$ cat src/rtl/aef_pkg.sv
// Shared helpers for the almost-empty flag generator.
// Assumes pointer widths of at most 32 bits.
package aef_pkg;

    // Convert a reflected-binary Gray value to plain binary.
    function automatic logic [31:0] gray_to_bin(input logic [31:0] g);
        logic [31:0] b;
        b[31] = g[31];
        for (int i = 30; i >= 0; i--) begin
            b[i] = b[i+1] ^ g[i];
        end
        return b;
    endfunction

endpackage

$ cat src/rtl/aef_gray_sync.sv
// Multi-stage synchronizer for a Gray-coded pointer entering the read domain.
// Assumes the source changes by at most one bit between samples (Gray code),
// so any captured value is either the old or the new pointer.
module aef_gray_sync #(
    parameter int W      = 7,
    parameter int STAGES = 2
) (
    input  logic         clk,
    input  logic         rst_n,
    input  logic [W-1:0] d_async,
    output logic [W-1:0] q_sync
);

    logic [W-1:0] stg [STAGES];

    for (genvar i = 0; i < STAGES; i++) begin : g_stage
        if (i == 0) begin : g_first
            // Capture the asynchronous pointer into the first flop.
            always_ff @(posedge clk) begin
                if (!rst_n) stg[0] <= '0;
                else        stg[0] <= d_async;
            end
        end else begin : g_next
            // Pass the pointer one stage further down the chain.
            always_ff @(posedge clk) begin
                if (!rst_n) stg[i] <= '0;
                else        stg[i] <= stg[i-1];
            end
        end
    end

    assign q_sync = stg[STAGES-1];

endmodule

$ cat src/rtl/aef_offset_reg.sv
// Threshold register X. Takes PRESET during reset and loads a new value
// only on edges where load_en is high.
module aef_offset_reg #(
    parameter int W      = 6,
    parameter int PRESET = 8
) (
    input  logic         clk,
    input  logic         rst_n,
    input  logic         load_en,
    input  logic [W-1:0] load_val,
    output logic [W-1:0] offset_q
);

    // Hold, preset or load the threshold.
    always_ff @(posedge clk) begin
        if (!rst_n)       offset_q <= W'(PRESET);
        else if (load_en) offset_q <= load_val;
    end

endmodule

$ cat src/rtl/aef_level_cmp.sv
// Fill-level arithmetic and threshold compare.
// Assumes wr_gray is already synchronized and rd_ptr/out_occ are registered
// read-domain values; the result is pure combinational logic on them.
module aef_level_cmp #(
    parameter int ADDR_W = 6
) (
    input  logic [ADDR_W:0]   wr_gray,
    input  logic [ADDR_W:0]   rd_ptr,
    input  logic              out_occ,
    input  logic [ADDR_W-1:0] offset,
    output logic              above
);

    localparam int PW = ADDR_W + 1;

    logic [PW-1:0] wr_bin;
    logic [PW-1:0] level;

    // Decode the pointer, subtract consumed and prefetched words, compare.
    always_comb begin
        wr_bin = PW'(aef_pkg::gray_to_bin(32'(wr_gray)));
        level  = wr_bin - rd_ptr - PW'(out_occ);
        above  = level > {1'b0, offset};
    end

endmodule

$ cat src/rtl/aef_almost_empty_gen.sv
// Almost-empty flag generator for the read side of a dual-clock FIFO.
// above_x is high when the memory holds more than X words. Writes reach the
// flag after SYNC_STAGES read edges; read-side changes act at once.
// Assumes rd_ptr and out_occ come straight from read-domain registers.
module aef_almost_empty_gen #(
    parameter int ADDR_W        = 6,
    parameter int SYNC_STAGES   = 2,
    parameter int OFFSET_PRESET = 8
) (
    input  logic              clk_rd,
    input  logic              rst_rd_n,
    input  logic [ADDR_W:0]   wr_ptr_gray,
    input  logic [ADDR_W:0]   rd_ptr,
    input  logic              out_occ,
    input  logic              cfg_load_en,
    input  logic [ADDR_W-1:0] cfg_offset,
    output logic              above_x
);

    localparam int PW = ADDR_W + 1;

    logic [PW-1:0]     wr_gray_sync;
    logic [ADDR_W-1:0] offset_q;

    aef_gray_sync #(.W(PW), .STAGES(SYNC_STAGES)) u_sync (
        .clk     (clk_rd),
        .rst_n   (rst_rd_n),
        .d_async (wr_ptr_gray),
        .q_sync  (wr_gray_sync)
    );

    aef_offset_reg #(.W(ADDR_W), .PRESET(OFFSET_PRESET)) u_off (
        .clk      (clk_rd),
        .rst_n    (rst_rd_n),
        .load_en  (cfg_load_en),
        .load_val (cfg_offset),
        .offset_q (offset_q)
    );

    aef_level_cmp #(.ADDR_W(ADDR_W)) u_cmp (
        .wr_gray (wr_gray_sync),
        .rd_ptr  (rd_ptr),
        .out_occ (out_occ),
        .offset  (offset_q),
        .above   (above_x)
    );

endmodule

$ cat config.mk
export PLATFORM = sky130hd
export DESIGN_NAME = aef_almost_empty_gen
export DESIGN_NICKNAME = d
export VERILOG_FILES = /design/src/rtl/aef_pkg.sv /design/src/rtl/aef_gray_sync.sv /design/src/rtl/aef_offset_reg.sv /design/src/rtl/aef_level_cmp.sv /design/src/rtl/aef_almost_empty_gen.sv
export SDC_FILE = /design/constraint.sdc
export NUM_CORES = 1
export LEC_CHECK = 0
export BUFFER_PORTS_ARGS = -buffer_cell sky130_fd_sc_hd__buf_4
export CORE_UTILIZATION = 40
export CTS_CLUSTER_SIZE = 25
export DETAILED_ROUTE_END_ITERATION = 8
export GPL_ROUTABILITY_DRIVEN = 0
export HOLD_SLACK_MARGIN = 0.1
export PLACE_DENSITY_LB_ADDON = 0.15
export SYNTH_ARGS = -nofsm -noshare
export SYNTH_HDL_FRONTEND = slang
export SYNTH_HIERARCHICAL = 1
export SYNTH_SLANG_ARGS = --single-unit
$ cat constraint.sdc
create_clock -name clk_rd -period 4.06 [get_ports clk_rd]
set_input_delay 0.406 -clock clk_rd [delete_from_list [all_inputs] [get_ports clk_rd]]
set_output_delay 0.406 -clock clk_rd [all_outputs]
set_load 0.02 [all_outputs]
==> flow_summary.ini <==
[run_status]
status = complete, but fails checks
failed_checks = setup timing

[logic_synthesis]
synth_area_per_cell_um2 = 10.12
synth_nets = 155
ys_types = 24
ys_seq_area_share_pct = 34.41
syn_area_mm2 = 0.001164
synth_top_area_share_pct = 34.41
syn_inst = 115
yosys_warnings = 6
synth_largest_area_cell = dfxtp_1
synthTopCellsByArea = dfxtp_1, ha_1, and2_2
synth_seq_cells = 20

[finish]
drive_above_1_share_pct = 42.48
diodes = 0
nNetsFinal = 194
area_growth_pct = 32.90
fin_util_pct = 56.08
fin_cells = 184

[worst_hold_path]
hp-class = in2reg
hold_path_end = u_sync/stg[0][4]
whs_path_depth = 2
min_from = wr_ptr_gray[4]

[pwr]
power.density_mw_per_mm2 = 426.4
leakage_nw = 0.7524
vdd_ir_drop_max_mv = 0.2998

[critical_path]
endpoint_kind = output port
r2r_slack_ps = 3440
start_kind = flop
cp_max_fo = 2
cp-startpoint = u_sync/stg[1][5]
rr_worst_depth = 2
crit_type = reg2out
crit_required_ps = 3650
rr_startpoint = u_off/offset_q[3]
regToRegEndpoint = u_off/offset_q[3]
crit_arrival_ps = 3820

[floorplan]
die_h_um = 55.94
io_pins = 25
initial_utilization_pct = 42.20
dieWidth_um = 55.94
die_area_mm2 = 0.003129
rows = 19
core_mm2 = 0.002758

[placement]
port_buffers = 24
dp_cells = 173
place_ws_ps = -108.8
hpwl_um = 1431

[routing]
dr.pass1.iters = 2
dr_total_vias = 828
viasPerCell = 4.500
wirelength_um = 1939
wl_per_cell_um = 10.54
drtAntennaViolNets = 0
first_iter_violations = 6
drc = 0

[clock_network]
numCtsBuffers = 3
cts_root_buffer = clkbuf_4
htree_levels = 1
clk_pin_slew_worst_paths_ps = 110
insertion_delay_ps = 300
ctsHoldBuffers = 0
tritoncts = built
cts_buffer_depth = 2
clock_sinks = 20

[global_routing]
antenna_found_initial = 0
grt_overflow = 0
grt_max_degree = 21
grt_pass1_wl_um = 3353
grt_pass1_vias = 876
track_usage_pct = 13.73

[job]
drv_cap = 0

[timing]
rsz0062_at_grt = yes
fmax_mhz = 236.4
finClkSkew_ps = 4.621
post-route-period-util_pct = 104.2
tightest_slew_ps = 253.8
finalHoldViolCount = 0
slew_violations = 0
relSlewSlack_pct = 83.08
final.setup.tns_ps = -170.5
fin_ws_ps = -170.5
fin_crit_ps = 4231
hold_ws_ps = 320.7
finalSetupViolations = 1
## worst max-delay path by stage
stage / slack [ps] / to
global placement: -20 / above_x
global route: -420 / above_x
detailed placement: -110 / above_x
floorplan: 90 / above_x
finish: -170 / above_x
CTS: -300 / above_x
## final cells by class
class | instances | area [um^2]
fill | 251 | 1211
tap | 31 | 38.79
multi-input combinational | 75 | 728.2
clock buffer | 4 | 36.28
timing repair buffer | 36 | 274.0
sequential | 20 | 401.6
inverter | 18 | 67.56
## per-stage QoR
stage                     total power [W]  area, um^2
after floorplan                 0.0003975        1164
after global placement          0.0004619        1398
after detailed placement        0.0004689        1398
after CTS                       0.0006344        1495
after global routing            0.0007152        1546
final                           0.0006595        1546
## cell usage in the layout (no fill, tap or decap), drive strengths merged
cell,Yosys,routed
nand2,2,2
a21oi,6,6
buf,2,36
fa,2,2
dfxtp,20,20
nor2b,5,5
nand2b,2,2
nand3,2,2
nand4,1,1
o21bai,1,1
xnor2,7,7
clkbuf,0,4
a21o,2,2
mux2i,6,6
o21ai,3,3
xnor3,1,1
and2,14,14
nor2,2,2
inv,18,18
ha,14,14
xor2,5,5
## cells by family (layout without fill, tap and decap cells)
logic type	after synthesis	count (layout)	share of synthesized area [%]
xor gates and xnor gates	13	13	13.01
AOI/OAI and AO/OA	12	12	6.128
buffers and inverters	20	58	7.741
muxes	6	6	5.161
and+or+nand+nor	28	28	15.05
adders and majority gates	16	16	18.49
DFF	20	20	34.41
## synth_stat cells
| cell | instances |
|---|---|
| o21bai_1 | 1 |
| dfxtp_1 | 20 |
| ha_1 | 14 |
| xor2_1 | 2 |
| nor2_1 | 2 |
| inv_1 | 17 |
| nand2b_1 | 2 |
| nand3_1 | 2 |
| xnor2_1 | 7 |
| o21ai_0 | 3 |
| buf_6 | 2 |
| a21oi_1 | 5 |
| nand4_1 | 1 |
| mux2i_1 | 6 |
| and2_2 | 10 |
| and2_1 | 4 |
| nand2_1 | 2 |
| nor2b_1 | 5 |
| a21o_1 | 2 |
| xnor3_2 | 1 |
| inv_2 | 1 |
| fa_1 | 2 |
| a21oi_2 | 1 |
| xor2_2 | 3 |
## state kept, by name, indices dropped and copies added (netlist names)
name and count:
u_off/offset_q 6, u_sync/stg 14
## routing by layer
layer	wire length (um)	track usage, %	part of all wire (%)	vias to the layer above
met5	0	0	0	-
met4	17	6.272	0.88	0
met3	60	2.791	3.1	2
met2	1079	26.51	56	11
met1	781	14.01	40	378
li1	-	-	-	437
## what timing repair did
action / 4_1_cts / 5_1_grt
gates resized for setup: 9 / 6
buffers inserted: 4 / 3
pin swaps: 11 / 12
setup endpoints to repair: 1 / 1
## power breakdown
| part | internal, W | total, W | switching (W) |
|---|---|---|---|
| logic | 0.000182 | 0.000334 | 0.000152 |
| clock network | 0.0000546 | 0.000115 | 0.0000602 |
| registers | 0.000206 | 0.000211 | 0.00000435 |
## worst max-delay path, cell delays in order, from the launching register on
cell and delay, ps:
dfxtp_2 340, xnor3_2 460, xor2_4 190, xor2_2 210
xor2_2 190, xnor2_1 100, fa_2 360, fa_2 350
nand2b_4 150, a21oi_4 130, xnor2_1 130, ha_1 260
a21o_1 170, a21oi_2 130, o21ai_1 70, o21ai_1 70
nand2_1 80, buf_6 140
Note: power is estimated with default switching activity, not from simulation.
